### src/rtl/topk_pkg.sv
package topk_pkg;

  localparam int NUM_IN  = 8;
  localparam int NUM_OUT = 4;
  localparam int IDX_W   = 3;
  localparam int NUM_STG = 6;
  localparam int MAX_CAE = 4;

  typedef enum logic {
    TOPO_BITONIC = 1'b0,
    TOPO_ODDEVEN = 1'b1
  } topo_e;

  // {present, upper lane (gets the winner), lower lane (gets the loser)}
  function automatic logic [6:0] mk_pair(int h, int l);
    return {1'b1, 3'(h), 3'(l)};
  endfunction

  function automatic logic [6:0] cae_pair(topo_e t, int s, int k);
    logic [6:0] p [MAX_CAE];
    for (int i = 0; i < MAX_CAE; i++) p[i] = '0;
    if (t == TOPO_BITONIC) begin
      case (s)
        1: begin p[0] = mk_pair(0,1); p[1] = mk_pair(3,2); p[2] = mk_pair(4,5); p[3] = mk_pair(7,6); end
        2: begin p[0] = mk_pair(0,2); p[1] = mk_pair(1,3); p[2] = mk_pair(6,4); p[3] = mk_pair(7,5); end
        3: begin p[0] = mk_pair(0,1); p[1] = mk_pair(2,3); p[2] = mk_pair(5,4); p[3] = mk_pair(7,6); end
        4: begin p[0] = mk_pair(0,4); p[1] = mk_pair(1,5); p[2] = mk_pair(2,6); p[3] = mk_pair(3,7); end
        5: begin p[0] = mk_pair(0,2); p[1] = mk_pair(1,3); end
        6: begin p[0] = mk_pair(0,1); p[1] = mk_pair(2,3); end
        default: ;
      endcase
    end else begin
      case (s)
        1: begin p[0] = mk_pair(0,1); p[1] = mk_pair(2,3); p[2] = mk_pair(4,5); p[3] = mk_pair(6,7); end
        2: begin p[0] = mk_pair(0,2); p[1] = mk_pair(1,3); p[2] = mk_pair(4,6); p[3] = mk_pair(5,7); end
        3: begin p[0] = mk_pair(1,2); p[1] = mk_pair(5,6); end
        4: begin p[0] = mk_pair(0,4); p[1] = mk_pair(1,5); p[2] = mk_pair(2,6); p[3] = mk_pair(3,7); end
        5: begin p[0] = mk_pair(2,4); p[1] = mk_pair(3,5); end
        6: begin p[0] = mk_pair(1,2); p[1] = mk_pair(3,4); end
        default: ;
      endcase
    end
    return p[k[1:0]];
  endfunction

  // {has partner, is upper lane, partner lane}
  function automatic logic [4:0] lane_map(topo_e t, int s, int j);
    logic [4:0] r;
    logic [6:0] e;
    r = '0;
    for (int k = 0; k < MAX_CAE; k++) begin
      e = cae_pair(t, s, k);
      if (e[6] && e[5:3] == 3'(j))      r = {2'b11, e[2:0]};
      else if (e[6] && e[2:0] == 3'(j)) r = {2'b10, e[5:3]};
    end
    return r;
  endfunction

  // lanes still live after stage s (s = 0 is the input)
  function automatic int stage_lanes(topo_e t, int s);
    if (s <= 3) return NUM_IN;
    if (t == TOPO_BITONIC) return NUM_OUT;
    case (s)
      4:       return 6;
      5:       return 5;
      default: return NUM_OUT;
    endcase
  endfunction

endpackage

### src/rtl/topk_stage.sv
module topk_stage
  import topk_pkg::*;
#(
  parameter int    DATA_W = 10,
  parameter topo_e TOPO   = TOPO_BITONIC,
  parameter int    STG    = 1,
  localparam int   EW     = DATA_W + IDX_W,
  localparam int   N_IN   = stage_lanes(TOPO, STG - 1),
  localparam int   N_OUT  = stage_lanes(TOPO, STG)
) (
  input  logic              clk_i,
  input  logic              rst_ni,
  input  logic              vld_i,
  input  logic [N_IN*EW-1:0]  dat_i,
  output logic              vld_o,
  output logic [N_OUT*EW-1:0] dat_o
);

  typedef logic [EW-1:0] elem_t;

  elem_t in_a [N_IN];
  elem_t nxt  [N_OUT];
  elem_t q    [N_OUT];
  logic  vld_q;

  function automatic logic ranks_above(elem_t a, elem_t b);
    return (a[EW-1:IDX_W] > b[EW-1:IDX_W]) ||
           ((a[EW-1:IDX_W] == b[EW-1:IDX_W]) && (a[IDX_W-1:0] < b[IDX_W-1:0]));
  endfunction

  always_comb begin
    for (int j = 0; j < N_IN; j++) in_a[j] = dat_i[j*EW +: EW];
  end

  for (genvar j = 0; j < N_OUT; j++) begin : g_lane
    localparam logic [4:0] MAP = lane_map(TOPO, STG, j);
    if (!MAP[4]) begin : g_pass
      assign nxt[j] = in_a[j];
    end else begin : g_cae
      localparam int P = int'(MAP[2:0]);
      localparam int H = MAP[3] ? j : P;
      localparam int L = MAP[3] ? P : j;
      logic up_wins;
      // both lanes of a pair evaluate the same expression, so it is shared
      assign up_wins = ranks_above(in_a[H], in_a[L]);
      if (MAP[3]) begin : g_hi
        assign nxt[j] = up_wins ? in_a[H] : in_a[L];
      end else begin : g_lo
        assign nxt[j] = up_wins ? in_a[L] : in_a[H];
      end
    end
  end

  always_ff @(posedge clk_i or negedge rst_ni) begin
    if (!rst_ni) begin
      vld_q <= 1'b0;
      for (int j = 0; j < N_OUT; j++) q[j] <= '0;
    end else begin
      vld_q <= vld_i;
      for (int j = 0; j < N_OUT; j++) q[j] <= nxt[j];
    end
  end

  always_comb begin
    for (int j = 0; j < N_OUT; j++) dat_o[j*EW +: EW] = q[j];
  end
  assign vld_o = vld_q;

  AST_STAGE_VLD: assert property (@(posedge clk_i) disable iff (!rst_ni)
    $past(rst_ni) |-> (vld_o == $past(vld_i)));

endmodule

### src/rtl/topk_net.sv
module topk_net
  import topk_pkg::*;
#(
  parameter int    DATA_W = 10,
  parameter topo_e TOPO   = TOPO_BITONIC,
  localparam int   EW     = DATA_W + IDX_W
) (
  input  logic                  clk_i,
  input  logic                  rst_ni,
  input  logic                  vld_i,
  input  logic [NUM_IN*EW-1:0]  dat_i,
  output logic                  vld_o,
  output logic [NUM_OUT*EW-1:0] dat_o
);

  for (genvar s = 1; s <= NUM_STG; s++) begin : g_stg
    localparam int NI = stage_lanes(TOPO, s - 1);
    localparam int NO = stage_lanes(TOPO, s);
    logic             src_vld;
    logic [NI*EW-1:0] src_dat;
    logic             vld;
    logic [NO*EW-1:0] dat;

    if (s == 1) begin : g_head
      assign src_vld = vld_i;
      assign src_dat = dat_i;
    end else begin : g_link
      assign src_vld = g_stg[s-1].vld;
      assign src_dat = g_stg[s-1].dat;
    end

    topk_stage #(
      .DATA_W (DATA_W),
      .TOPO   (TOPO),
      .STG    (s)
    ) u_stage (
      .clk_i  (clk_i),
      .rst_ni (rst_ni),
      .vld_i  (src_vld),
      .dat_i  (src_dat),
      .vld_o  (vld),
      .dat_o  (dat)
    );
  end

  assign vld_o = g_stg[NUM_STG].vld;
  assign dat_o = g_stg[NUM_STG].dat;

endmodule

### src/rtl/topk_sorter.sv
module topk_sorter
  import topk_pkg::*;
#(
  parameter int    DATA_W = 10,
  parameter topo_e TOPO   = TOPO_BITONIC
) (
  input  logic                             clk_i,
  input  logic                             rst_ni,
  input  logic                             vld_i,
  input  logic [NUM_IN-1:0][DATA_W-1:0]    val_i,
  output logic                             vld_o,
  output logic [NUM_OUT-1:0][DATA_W-1:0]   val_o,
  output logic [NUM_OUT-1:0][IDX_W-1:0]    idx_o
);

  localparam int EW = DATA_W + IDX_W;

  logic [NUM_IN*EW-1:0]  dat_in;
  logic [NUM_OUT*EW-1:0] dat_out;

  for (genvar j = 0; j < NUM_IN; j++) begin : g_tag
    assign dat_in[j*EW +: EW] = {val_i[j], IDX_W'(j)};
  end

  topk_net #(
    .DATA_W (DATA_W),
    .TOPO   (TOPO)
  ) u_net (
    .clk_i  (clk_i),
    .rst_ni (rst_ni),
    .vld_i  (vld_i),
    .dat_i  (dat_in),
    .vld_o  (vld_o),
    .dat_o  (dat_out)
  );

  for (genvar k = 0; k < NUM_OUT; k++) begin : g_out
    assign val_o[k] = dat_out[k*EW+IDX_W +: DATA_W];
    assign idx_o[k] = dat_out[k*EW +: IDX_W];
  end

  logic [NUM_IN-1:0] idx_mask;
  always_comb begin
    idx_mask = '0;
    for (int k = 0; k < NUM_OUT; k++) idx_mask[idx_o[k]] = 1'b1;
  end

  for (genvar k = 0; k < NUM_OUT - 1; k++) begin : g_chk
    AST_DESC_ORDER: assert property (@(posedge clk_i) disable iff (!rst_ni)
      vld_o |-> (val_o[k] >= val_o[k+1]));
    AST_TIE_LOW_IDX: assert property (@(posedge clk_i) disable iff (!rst_ni)
      (vld_o && (val_o[k] == val_o[k+1])) |-> (idx_o[k] < idx_o[k+1]));
  end

  AST_IDX_DISTINCT: assert property (@(posedge clk_i) disable iff (!rst_ni)
    vld_o |-> ($countones(idx_mask) == NUM_OUT));

  AST_RST_QUIET: assert property (@(posedge clk_i) disable iff (!rst_ni)
    $rose(rst_ni) |-> !vld_o);

endmodule

### config.mk
export PLATFORM = sky130hd
export DESIGN_NAME = topk_sorter
export DESIGN_NICKNAME = d
export VERILOG_FILES = /design/src/rtl/topk_pkg.sv /design/src/rtl/topk_stage.sv /design/src/rtl/topk_net.sv /design/src/rtl/topk_sorter.sv
export SDC_FILE = /design/constraint.sdc
export NUM_CORES = 1
export LEC_CHECK = 0
export BUFFER_PORTS_ARGS = -buffer_cell sky130_fd_sc_hd__buf_2
export CAP_MARGIN = 20
export CORE_MARGIN = 2
export CORE_UTILIZATION = 41
export DETAILED_ROUTE_END_ITERATION = 6
export HOLD_SLACK_MARGIN = 0.08
export MAX_ROUTING_LAYER = met4
export PLACE_DENSITY_LB_ADDON = 0.25
export SETUP_SLACK_MARGIN = 0.02
export SYNTH_ARGS = -nofsm -noshare
export SYNTH_HDL_FRONTEND = slang
export SYNTH_SLANG_ARGS = --single-unit
### constraint.sdc
create_clock -name clk_i -period 3.7 [get_ports clk_i]
set_clock_uncertainty 0.05 [all_clocks]
set_input_delay 0.37 -clock clk_i [delete_from_list [all_inputs] [get_ports clk_i]]
set_output_delay 0.37 -clock clk_i [all_outputs]
set_load 0.05 [all_outputs]
==> results.sh <==
export IMPL_antenna_left=0
export IMPL_ys_types=39
export IMPL_powerDensity_mw_per_mm2=905
export IMPL_vias_per_cell=5.02
export IMPL_synth_top_area_frac=0.504
export IMPL_worst_slack_ns=0.283
export IMPL_final_min_clock_period_ns=3.42
export IMPL_fin_cells=2760
export IMPL_cts_setup_buffers=0
export IMPL_ff2ff_setup_slack_ns=0.96
export IMPL_die_y_um=237
export IMPL_switchingPower_w=0.00880
export IMPL_syn_area_mm2=0.0223
export IMPL_yosysSeqAreaShare=0.504
export IMPL_max_freq_ghz=0.293
export IMPL_place_ws_ns=0.779
export IMPL_syn_avg_cell_area_um2=12.8
export IMPL_worstPathMaxFanout=22
export IMPL_maxCapViolCount=0
export IMPL_rsz0062_at_grt="no"
export IMPL_status="complete, no violations"
export IMPL_diodes=0
export IMPL_cts_root_buf="clkbuf_16"
export IMPL_ys_seq_elements=449
export IMPL_final_area_mm2=0.0267
export IMPL_synth_nets=2041
export IMPL_fp_coreArea_mm2=0.0538
export IMPL_power_leakage_nw=12.7
export IMPL_portBuffers=135
export IMPL_finalWirelength_um=50700
export IMPL_start_util=0.414
export IMPL_hold_slack_ns=0.275
export IMPL_synth_warnings=0
export IMPL_cp_start_kind="input port"
export IMPL_grt_pass1_vias=14700
export IMPL_fin_crit_sh=0.924
export IMPL_cts_sinks=449
export IMPL_wl_per_cell_um=18.4
export IMPL_placed_cells=2551
export IMPL_cts_tree="yes"
export IMPL_arrival_ns=3.83
export IMPL_overflow=0
export IMPL_yosys_area_top_type="dfrtp_1"
export IMPL_die_w_um=237
export IMPL_syn_inst=1741
export IMPL_ys_flop_type="dfrtp_1"
export IMPL_min_delay_path_class="input port to asynchronous set/reset pin"
export IMPL_place_area_mm2=0.0237
export IMPL_power_internal_w=0.0153
export IMPL_drive_gt1_frac=0.315
export IMPL_cts_buffers=49
export IMPL_cts_htree_levels=2
export IMPL_reg2reg_to="u_net.g_stg[2].u_stage.dat_o[7]$_DFF_PN0_"
export IMPL_synthTopCellsByArea="dfrtp_1 (50%), mux2_2 (18%), ha_1 (12%)"
export IMPL_antenna_found_initial=1
export IMPL_critical_path_class="input port to flip-flop"
export IMPL_synth_most_common_cell="dfrtp_1"
export IMPL_dp_hpwl_um=38200
export IMPL_syn2layout_area_growth_pct=19.6
export IMPL_synth_commonest_cells="dfrtp_1 (449), mux2_2 (366), inv_1 (226), ha_1 (217), a21oi_1 (66)"
export IMPL_drt_iter0_markers=526
export IMPL_drt_drc_violations_left=0
export IMPL_setup_violations=0
export IMPL_drv_slew=0
export IMPL_grt_max_degree=107
export IMPL_max_slew_margin=0.445
export IMPL_endpoint_kind="flip-flop"
export IMPL_drt_pass1_iterations=4
export IMPL_combinationalPowerShare=0.444
export IMPL_place_congestion=0.884
export IMPL_cts_buffer_depth=3
export IMPL_grt_pass1_wl_um=81200
export IMPL_clk_pin_slew_ns=0.05
export IMPL_via_count=13900
export IMPL_async_flop_share=1.00
export IMPL_clock_latency_ns=0.59
export IMPL_r2r_start="u_net.g_stg[1].u_stage.dat_o[34]$_DFF_PN0_"
export IMPL_worst_pin_slew_ns=0.824
export IMPL_required_ns=4.12
export IMPL_p_seq_frac=0.346
export IMPL_io_pins=136
export IMPL_die_area_mm2=0.0563
export IMPL_hold_viol_final=0
export IMPL_setup_tns_ns=0
export IMPL_grtUsageTotal=0.192
export IMPL_ff2ff_path_depth=8
export IMPL_ir_drop_mv=0.519
export IMPL_nets=2328
export IMPL_fp_row_count=85
export IMPL_synth_edf_count=0
export IMPL_pwr_share_clk=0.210
export IMPL_swShare=0.365
how the worst max path moves through the flow:
stage,startpoint,to,cells past startpoint
global route,val_i[65],u_net.g_stg[1].u_stage.dat_o[82]$_DFF_PN0_,10
finish,val_i[65],u_net.g_stg[1].u_stage.dat_o[82]$_DFF_PN0_,10
CTS,val_i[65],u_net.g_stg[1].u_stage.dat_o[85]$_DFF_PN0_,10
floorplan,u_net.g_stg[3].u_stage.dat_o[23]$_DFF_PN0_,u_net.g_stg[4].u_stage.dat_o[14]$_DFF_PN0_,7
global placement,val_i[65],u_net.g_stg[1].u_stage.dat_o[84]$_DFF_PN0_,8
detailed placement,val_i[65],u_net.g_stg[1].u_stage.dat_o[85]$_DFF_PN0_,8
kinds of logic after synthesis:
kind of cell,after synthesis,share of synthesized area
compound gates,184,0.0597
fa+ha+maj,217,0.122
buf+inv,271,0.0547
flops,449,0.504
mux,400,0.207
other cells,1,0.000168
simple gates,219,0.0526
sequential cells by signal (all words and copies together) (netlist names):
signal / flops
u_net.g_stg.u_stage.dat_o: 443
u_net.g_stg.u_stage.vld_o: 6
worst max-delay path: stages:
cell and delay (ns):
dlygate4sd3_1 0.53, buf_2 0.12, inv_1 0.05, ha_1 0.32, nand4_1 0.17, a211oi_1 0.26
a2111o_1 0.37, and2_1 0.67, mux2_2 0.41, dlygate4sd3_1 0.56
power by group through the flow:
stage / clock [W] / combinational (W) / sequential, W
3_3_place_gp: 0 / 0.0104 / 0.00840
2_1_floorplan: 0 / 0.00769 / 0.00870
3_5_place_dp: 0 / 0.0106 / 0.00843
4_1_cts: 0.00521 / 0.0108 / 0.00836
5_1_grt: 0.00542 / 0.0118 / 0.00855
6_report: 0.00507 / 0.0107 / 0.00833
layer usage:
metal	wire, um	vias up	track usage
met5	0	-	-
met4	1590	0	0.0669
met3	1440	78	0.0224
met2	25000	200	0.325
met1	22700	6930	0.238
li1	-	6648	-
through the flow:
step                       util  power, W
after global placement    0.441    0.0189
after detailed placement  0.441    0.0190
after floorplan               -    0.0164
after CTS                 0.495    0.0244
final                     0.495    0.0241
after global routing      0.495    0.0258
cell usage in the layout (no fill, tap or decap), types with 3 or more instances in the layout:
cell type	Yosys	final
a211o_1	4	4
a211oi_1	24	24
a21o_1	18	18
a21oi_1	66	66
and2_1	9	8
and3_1	5	5
buf_12	3	3
buf_2	9	134
buf_4	6	21
bufinv_16	0	6
clkbuf_1	11	13
clkbuf_16	0	51
clkbuf_8	0	10
clkinv_2	0	5
dfrtp_1	449	449
dlygate4sd3_1	0	122
ha_1	217	217
inv_1	226	226
mux2_1	4	4
mux2_2	366	366
mux2_4	30	30
nand2_1	20	20
nand2b_1	26	26
nand3_1	35	35
nand4_1	43	43
nor2_1	42	42
nor2b_1	10	10
nor3_1	8	8
nor4_1	5	5
o21ai_0	50	50
o41ai_2	5	3
o41ai_4	9	11
or2_0	3	3
or2_2	4	4
or4_1	5	5
layout make-up:
type / count / area (um^2)
Multi-Input combinational cell: 1021 / 9890
Clock buffer: 74 / 1460
Sequential cell: 449 / 11200
Fill cell: 4726 / 27200
Inverter: 226 / 848
Clock inverter: 13 / 223
Tap cell: 696 / 871
Timing Repair Buffer: 281 / 2120
what timing repair did:
item,4_1_cts,5_1_grt
gates resized for setup,0,1
hold endpoints to repair,138,0
setup endpoints to repair,0,9
hold buffers,122,0
Note: power is estimated with default switching activity, not from simulation.
